`src/rtl/spi_gap_pkg.sv`:
```
package spi_gap_pkg;

    typedef enum logic [2:0] {
        SEQ_IDLE = 3'd0,
        SEQ_GAP  = 3'd1,
        SEQ_XFER = 3'd2,
        SEQ_TAIL = 3'd3,
        SEQ_FIN  = 3'd4
    } seq_state_e;

endpackage

```
`src/rtl/spi_gap_sync.sv`:
```
module spi_gap_sync (
    input  logic clk,
    input  logic rst_n,
    input  logic async_in,
    output logic rise
);
    typedef struct packed {
        logic s1;
        logic s2;
        logic s3;
    } sync_t;

    sync_t y_d, y_q;

    always_comb begin
        y_d    = y_q;
        y_d.s1 = async_in;
        y_d.s2 = y_q.s1;
        y_d.s3 = y_q.s2;
    end

    always_ff @(posedge clk or negedge rst_n) begin
        if (!rst_n) y_q <= '0;
        else        y_q <= y_d;
    end

    assign rise = y_q.s2 & ~y_q.s3;
endmodule

```
`src/rtl/spi_gap_timer.sv`:
```
module spi_gap_timer #(
    parameter int CNT_W = 5
) (
    input  logic             clk,
    input  logic             rst_n,
    input  logic             load,
    input  logic [CNT_W-1:0] val,
    input  logic             tick,
    output logic             expired
);
    typedef struct packed {
        logic [CNT_W-1:0] cnt;
    } tmr_t;

    tmr_t t_d, t_q;

    always_comb begin
        t_d = t_q;
        if (load) begin
            t_d.cnt = val;
        end else if (tick && (t_q.cnt != '0)) begin
            t_d.cnt = t_q.cnt - 1'b1;
        end
    end

    always_ff @(posedge clk or negedge rst_n) begin
        if (!rst_n) t_q <= '0;
        else        t_q <= t_d;
    end

    assign expired = (t_q.cnt == '0);
endmodule

```
`src/rtl/spi_gap_shift.sv`:
```
module spi_gap_shift #(
    parameter int DIV_W = 10
) (
    input  logic             clk,
    input  logic             rst_n,
    input  logic             go,
    input  logic [7:0]       tx,
    input  logic [DIV_W-1:0] div,
    input  logic             miso,
    output logic             sck,
    output logic             mosi,
    output logic [7:0]       rx,
    output logic             fin
);
    typedef struct packed {
        logic             active;
        logic             sck;
        logic [2:0]       bitn;
        logic [DIV_W-1:0] half;
        logic [7:0]       sh;
        logic [7:0]       rx;
    } eng_t;

    eng_t e_d, e_q;

    always_comb begin
        e_d = e_q;
        if (go) begin
            e_d.active = 1'b1;
            e_d.sck    = 1'b0;
            e_d.bitn   = 3'd0;
            e_d.half   = div;
            e_d.sh     = tx;
        end else if (e_q.active) begin
            if (e_q.half != '0) begin
                e_d.half = e_q.half - 1'b1;
            end else begin
                e_d.half = div;
                if (!e_q.sck) begin
                    e_d.sck = 1'b1;
                    e_d.rx  = {e_q.rx[6:0], miso};
                end else begin
                    e_d.sck = 1'b0;
                    if (e_q.bitn == 3'd7) begin
                        e_d.active = 1'b0;
                        e_d.sh     = '0;
                    end else begin
                        e_d.bitn = e_q.bitn + 3'd1;
                        e_d.sh   = {e_q.sh[6:0], 1'b0};
                    end
                end
            end
        end
    end

    always_ff @(posedge clk or negedge rst_n) begin
        if (!rst_n) e_q <= '0;
        else        e_q <= e_d;
    end

    assign sck  = e_q.sck;
    assign mosi = e_q.sh[7];
    assign rx   = e_q.rx;
    assign fin  = e_q.active && (e_q.half == '0) && e_q.sck && (e_q.bitn == 3'd7);
endmodule

```
`src/rtl/spi_gap_seq.sv`:
```
module spi_gap_seq
    import spi_gap_pkg::*;
#(
    parameter int MAX_BYTES = 16,
    parameter int DIV_W     = 10,
    parameter int GAP_SS    = 4,
    parameter int GAP_ADDR  = 8,
    parameter int GAP_CTRL  = 15,
    parameter int GAP_DATA  = 12
) (
    input  logic                        clk,
    input  logic                        rst_n,
    input  logic                        ref_osc,
    input  logic                        start,
    input  logic                        rd,
    input  logic [7:0]                  addr,
    input  logic [7:0]                  ctrl,
    input  logic [$clog2(MAX_BYTES)-1:0] len_m1,
    input  logic [MAX_BYTES*8-1:0]      wdata,
    input  logic [DIV_W-1:0]            sck_div,
    input  logic                        miso,
    output logic                        sck,
    output logic                        mosi,
    output logic                        ss_n,
    output logic                        busy,
    output logic                        done,
    output logic [MAX_BYTES*8-1:0]      rdata
);
    localparam int LEN_W   = $clog2(MAX_BYTES);
    localparam int DATA_W  = MAX_BYTES * 8;
    localparam int IDX_W   = $clog2(MAX_BYTES + 2);
    localparam int GAP_M1  = (GAP_SS > GAP_ADDR) ? GAP_SS : GAP_ADDR;
    localparam int GAP_M2  = (GAP_CTRL > GAP_DATA) ? GAP_CTRL : GAP_DATA;
    localparam int GAP_MAX = (GAP_M1 > GAP_M2) ? GAP_M1 : GAP_M2;
    localparam int CNT_W   = $clog2(GAP_MAX + 3);
    // two extra edges: one may predate the event, one makes the period whole
    localparam logic [CNT_W-1:0] LD_SS   = CNT_W'(GAP_SS + 2);
    localparam logic [CNT_W-1:0] LD_ADDR = CNT_W'(GAP_ADDR + 2);
    localparam logic [CNT_W-1:0] LD_CTRL = CNT_W'(GAP_CTRL + 2);
    localparam logic [CNT_W-1:0] LD_DATA = CNT_W'(GAP_DATA + 2);

    typedef struct packed {
        seq_state_e         st;
        logic               ss_n;
        logic               done;
        logic [IDX_W-1:0]   idx;
        logic [LEN_W-1:0]   last;
        logic               rd;
        logic [7:0]         addr;
        logic [7:0]         ctrl;
        logic [DIV_W-1:0]   div;
        logic [DATA_W-1:0]  wdata;
        logic [DATA_W-1:0]  rdata;
    } seq_t;

    seq_t s_d, s_q;

    logic             ref_tick;
    logic             tmr_load;
    logic [CNT_W-1:0] tmr_val;
    logic             tmr_done;
    logic             byte_go;
    logic [7:0]       byte_tx;
    logic             byte_fin;
    logic [7:0]       byte_rx;
    logic [LEN_W-1:0] data_idx;
    logic             is_last;
    logic [IDX_W-1:0] cur_idx;

    spi_gap_sync u_sync (
        .clk      (clk),
        .rst_n    (rst_n),
        .async_in (ref_osc),
        .rise     (ref_tick)
    );

    spi_gap_timer #(.CNT_W(CNT_W)) u_timer (
        .clk     (clk),
        .rst_n   (rst_n),
        .load    (tmr_load),
        .val     (tmr_val),
        .tick    (ref_tick),
        .expired (tmr_done)
    );

    spi_gap_shift #(.DIV_W(DIV_W)) u_shift (
        .clk  (clk),
        .rst_n(rst_n),
        .go   (byte_go),
        .tx   (byte_tx),
        .div  (s_q.div),
        .miso (miso),
        .sck  (sck),
        .mosi (mosi),
        .rx   (byte_rx),
        .fin  (byte_fin)
    );

    assign data_idx = LEN_W'(s_q.idx - IDX_W'(2));
    assign is_last  = (s_q.idx == (IDX_W'(s_q.last) + IDX_W'(2)));
    assign cur_idx  = s_q.idx;

    always_comb begin
        s_d      = s_q;
        s_d.done = 1'b0;
        tmr_load = 1'b0;
        tmr_val  = '0;
        byte_go  = 1'b0;
        if (s_q.idx == IDX_W'(0))      byte_tx = s_q.addr;
        else if (s_q.idx == IDX_W'(1)) byte_tx = s_q.ctrl;
        else if (s_q.rd)               byte_tx = 8'h00;
        else                           byte_tx = s_q.wdata[{data_idx, 3'b000} +: 8];

        unique case (s_q.st)
            SEQ_IDLE: begin
                if (start) begin
                    s_d.st    = SEQ_GAP;
                    s_d.ss_n  = 1'b0;
                    s_d.idx   = '0;
                    s_d.last  = len_m1;
                    s_d.rd    = rd;
                    s_d.addr  = addr;
                    s_d.ctrl  = ctrl;
                    s_d.div   = sck_div;
                    s_d.wdata = wdata;
                    s_d.rdata = '0;
                    tmr_load  = 1'b1;
                    tmr_val   = LD_SS;
                end
            end
            SEQ_GAP: begin
                if (tmr_done) begin
                    byte_go = 1'b1;
                    s_d.st  = SEQ_XFER;
                end
            end
            SEQ_XFER: begin
                if (byte_fin) begin
                    tmr_load = 1'b1;
                    if (s_q.idx >= IDX_W'(2)) begin
                        s_d.rdata[{data_idx, 3'b000} +: 8] = byte_rx;
                    end
                    if (is_last) begin
                        tmr_val = LD_DATA;
                        s_d.st  = SEQ_TAIL;
                    end else begin
                        if (s_q.idx == IDX_W'(0))      tmr_val = LD_ADDR;
                        else if (s_q.idx == IDX_W'(1)) tmr_val = LD_CTRL;
                        else                           tmr_val = LD_DATA;
                        s_d.idx = s_q.idx + IDX_W'(1);
                        s_d.st  = SEQ_GAP;
                    end
                end
            end
            SEQ_TAIL: begin
                if (tmr_done) begin
                    s_d.ss_n = 1'b1;
                    s_d.st   = SEQ_FIN;
                end
            end
            SEQ_FIN: begin
                s_d.done = 1'b1;
                s_d.st   = SEQ_IDLE;
            end
            default: s_d.st = SEQ_IDLE;
        endcase
    end

    always_ff @(posedge clk or negedge rst_n) begin
        if (!rst_n) begin
            s_q      <= '0;
            s_q.st   <= SEQ_IDLE;
            s_q.ss_n <= 1'b1;
        end else begin
            s_q <= s_d;
        end
    end

    assign ss_n  = s_q.ss_n;
    assign busy  = (s_q.st != SEQ_IDLE);
    assign done  = s_q.done;
    assign rdata = s_q.rdata;
endmodule

```
`config.mk`:
```
export PLATFORM = sky130hd
export DESIGN_NAME = spi_gap_seq
export DESIGN_NICKNAME = d
export VERILOG_FILES = /design/src/rtl/spi_gap_pkg.sv /design/src/rtl/spi_gap_sync.sv /design/src/rtl/spi_gap_timer.sv /design/src/rtl/spi_gap_shift.sv /design/src/rtl/spi_gap_seq.sv
export SDC_FILE = /design/constraint.sdc
export NUM_CORES = 1
export LEC_CHECK = 0
export ABC_CLOCK_PERIOD_IN_PS = 2950
export BUFFER_PORTS_ARGS = -buffer_cell sky130_fd_sc_hd__buf_2
export CORE_ASPECT_RATIO = 1.4
export CORE_MARGIN = 2
export CORE_UTILIZATION = 50
export DETAILED_ROUTE_END_ITERATION = 8
export GPL_ROUTABILITY_DRIVEN = 0
export GPL_TIMING_DRIVEN = 0
export PLACE_DENSITY = 0.76
export SLEW_MARGIN = 40
export SYNTH_ARGS = -nofsm -noshare
export SYNTH_HDL_FRONTEND = slang
export SYNTH_HIERARCHICAL = 1
export SYNTH_SLANG_ARGS = --single-unit
```
`constraint.sdc`:
```
create_clock -name clk -period 2.95 [get_ports clk]
set_input_delay 0.4425 -clock clk [delete_from_list [all_inputs] [get_ports clk]]
set_output_delay 0.4425 -clock clk [all_outputs]
set_load 0.005 [all_outputs]
```
==> out/metrics.csv <==
stage;metric;value;unit
global_route;grt_overflow_total;0;
job;drv_cap;0;
finish;multi_input_area;6471;sq um
placement;place_hpwl;33940;um
sta;hold_violations;0;
sta;slew_viol_final;0;
min_path;hp-start;ref_osc;
drt;routedWlPerCell;19.39;um
synth;synth_top_family_by_area;simple AND/OR/NAND/NOR gates;
synth;synth.avg_cell_area;10.23;sq um
worst_setup_path;r2r_slack;0.07;ns
drt;firstDrtPassIters;6;
sta;fmax;0.3468;GHz
floorplan;rows;77;
worst_setup_path;r2r_end;rdata[60];
sta;fin_hold_ws;0.04124;ns
clock_tree;clockRootBuffer;clkbuf_16;
synth;ys.flop_type;dfrtp_1;
clock_tree;worst_skew_pair.late_latency;0.53;ns
power_and_ir_drop;seqPwrFrac;41.2;%
worst_setup_path;cp.required;3.34;ns
drt;route.detailed.drc;0;
synth;synth_fa_ha_area_share;1.165;%
min_path;holdPathEnd;u_sync/y_d[1];
global_route;grt_first_pass_wirelength;71430;um
floorplan;core_area;31700;sq um
floorplan;die_h;216.4;um
worst_setup_path;slowest_delay;0.40;ns
synth;synthMuxAreaShare;6.493;%
floorplan;die_w;155.7;um
global_route;track_usage;27.12;%
worst_setup_path;cp_top_family;simple AND/OR/NAND/NOR gates;
clock_tree;h-tree-depth;2;
sta;fin_crit;2.884;ns
global_route;grt_pass1_vias;13250;
sta;post-route-period-util;97.76;%
finish;fillers;2530;
finish;drive_above_1_share;36.32;%
min_path;hp-class;in2reg;
clock_tree;tritoncts;built;
worst_setup_path;end_kind;flop;
synth;synth_xor_area_share;0.8155;%
synth;synth_warnings;6;
worst_setup_path;ff2ff_path_depth;14;
worst_setup_path;regToRegStartpoint;u_shift/e_q[16];
worst_setup_path;crit_fanout;8;
placement;port_buffers;296;
global_route;antenna_found_initial;7;
sta;max-slew-margin-rel;43.81;%
power_and_ir_drop;p_total;16.42;mW
worst_setup_path;crit_slowest_cell;dfrtp_1;
floorplan;top_level_ports;297;
clock_tree;ctsLongestPathBuffers;3;
power_and_ir_drop;power.density;821.2;nW/um^2
worst_setup_path;crit_type;reg2reg;
synth;synth_compound_area_share;11.59;%
drt;finalWirelength;45630;um
synth;synthArstFlopShare;100.0;%
finish;nets;2111;
worst_setup_path;cp-start-kind;flop;
worst_setup_path;crit_buf_inv;5;
finish;register_area;8412;sq um
power_and_ir_drop;switching_power;5.786;mW
synth;syn_nets;1753;
status;status;finished clean;
synth;seq_area_frac_synth;52.20;%
sta;grt_setup_unrepaired;true;
power_and_ir_drop;max-vdd-ir-drop;0.5395;mV
synth;synth_edf_count;0;
power_and_ir_drop;p_comb_share;32.5;%
clock_tree;cts_inserted_buffers;34;
power_and_ir_drop;swShare;35.24;%
drt;dr.first_iter.drc_count;871;
floorplan;dieArea;33690;sq um
worst_setup_path;critPathArrivalTime;3.27;ns
drt;vias;13150;
worst_setup_path;path_cells;inv_2 > ha_1 > nor3b_4 > buf_6 > and3_4 > nand3_2 > nor2_4 > mux2i_4 > nor2_4 > buf_8 > buf_4 > nand4_1 > buf_4 > a32o_1;
synth;netlist_instances;1574;
sta;tightest_slew;0.8429;ns
synth;yosys.area_share.simple;18.08;%
synth;ys_types;77;
drt;drtAntennaViolNets;0;
power_and_ir_drop;p_leak;10.48;nW
drt;viasPerCell;5.590;
floorplan;start_util;50.82;%
power_and_ir_drop;p_int;10.63;mW
clock_tree;cts.sinks;336;
synth;synth-seq-cells;336;
sta;fin_skew;0.02904;ns
global_route;grt_start_max_net_pins;76;
min_path;whs_path_depth;1;
power_and_ir_drop;clock_power_share;26.2;%
synth;syn-cell-area;16110;sq um
clock_tree;path_clk_slew;0.07;ns
sta;finalSetupViolCount;0;
finish;area_growth;24.11;%
worst max path at each step:
stage	startpoint	to	slack (ns)	cells after the start
after floorplan	cur_idx[1]	u_shift/e_q[12]	0.03	11
after global placement	rst_n	s_q[131]	-4.72	1
after detailed placement	cur_idx[1]	u_shift/e_q[14]	-0.98	11
after CTS	u_shift/e_q[16]	s_q[234]	0.006	13
after global routing	cur_idx[1]	rdata[97]	-0.06	10
final	u_shift/e_q[16]	rdata[60]	0.07	14
registers in the layout, summed over array words and instances, names as in the netlist:
name          flops
s_q             162
rdata           128
u_shift/e_q      21
u_shift/rx        8
cur_idx           5
u_timer/t_q       5
u_sync/y_d        2
done              1
ss_n              1
u_shift/mosi      1
u_shift/sck       1
u_sync/y_q        1
synth_stat cells (4+ instances only):
cell type	count	area (sq um)
a21oi_1	21	105.1
a221oi_1	8	70.07
a222oi_1	7	70.07
a22o_1	61	534.3
a31oi_1	8	50.05
a32o_1	56	560.5
a41oi_1	4	35.03
and2_1	12	75.07
and3_1	5	31.28
buf_1	8	30.03
buf_2	40	200.2
buf_4	142	1066
clkbuf_1	28	105.1
dfrtp_1	335	8383
ha_1	15	187.7
inv_1	32	120.1
mux2_2	24	270.3
mux2i_1	10	100.1
mux4_2	30	675.7
nand2_1	528	1982
nand2b_1	7	43.79
nand3_1	13	65.06
nand3b_1	4	30.03
nand4_1	10	62.56
nor2_1	27	101.4
nor2b_1	7	43.79
nor3_1	13	65.06
o21ai_0	11	55.05
o21ai_1	13	65.06
or3_1	11	68.82
xnor2_1	5	43.79
xor2_1	5	43.79
repair_timing:
| item | in CTS | in global routing |
|---|---|---|
| hold buffers | 1 | 0 |
| hold endpoints to repair | 60 | 0 |
| buffers inserted | 10 | 14 |
| setup endpoints to repair | 305 | 309 |
| gates resized for setup | 80 | 44 |
| pin swaps | 9 | 9 |
layer usage:
metal	track usage (%)	vias to the layer above	wire length, um
li1	-	6004	-
met1	32.05	6468	17240
met2	49.04	550	23690
met3	4.359	121	2712
met4	10.89	10	1917
met5	0	-	71
metrics by stage:
stage | util [%] | worst slack, ns | setup TNS, ns | cells | instance area [sq um]
6_report | 63.08 | 0.06615 | 0 | 2353 | 19990
5_1_grt | 63.06 | -0.06348 | -1.885 | 2351 | 19990
4_1_cts | 62.08 | 0.005622 | 0 | 2337 | 19680
3_5_place_dp | 57.47 | -0.9822 | -204.60 | 2269 | 18220
3_3_place_gp | 57.06 | -4.720 | -1771.96 | 2265 | 18090
2_1_floorplan | - | 0.03444 | 0 | 1574 | 16110
final cells by class:
class | instances | area share (%)
Antenna cell | 3 | 0.03755
Buffer | 218 | 7.785
Clock buffer | 48 | 5.025
Clock inverter | 11 | 0.4881
Inverter | 32 | 0.6008
Multi-Input combinational cell | 985 | 32.37
Sequential cell | 336 | 42.07
Tap cell | 395 | 2.472
Timing Repair Buffer | 325 | 9.149
power groups by stage:
stage	logic, mW	clock network (mW)	registers, mW
after floorplan	3.50	0	6.50
after global placement	4.75	0	6.72
after detailed placement	4.90	0	6.81
after CTS	5.15	4.36	6.74
after global routing	5.86	4.55	6.88
final	5.34	4.31	6.77
cells by family after synthesis:
family                   count (synthesis)
AND/OR/NAND/NOR                        668
flip-flops                             336
buffers and inverters                  253
AO/OA/AOI/OAI                          226
multiplexers                            64
adder cells (fa/ha/maj)                 15
XOR/XNOR                                12
placed cells by master (no fill, tap or decap), types with 9 or more instances in the layout:
cell type | Yosys | layout
a21oi_1 | 21 | 21
a22o_1 | 61 | 61
a32o_1 | 56 | 56
and2_1 | 12 | 10
buf_2 | 40 | 321
buf_4 | 142 | 171
buf_6 | 3 | 11
clkbuf_1 | 28 | 22
clkbuf_16 | 0 | 35
dfrtp_1 | 335 | 333
ha_1 | 15 | 13
inv_1 | 32 | 30
mux2_2 | 24 | 24
mux2i_1 | 10 | 9
mux4_2 | 30 | 30
nand2_1 | 528 | 525
nand3_1 | 13 | 11
nand4_1 | 10 | 10
nor2_1 | 27 | 19
nor3_1 | 13 | 10
o21ai_0 | 11 | 11
or3_1 | 11 | 10
Power figures use the tool's default switching activity.
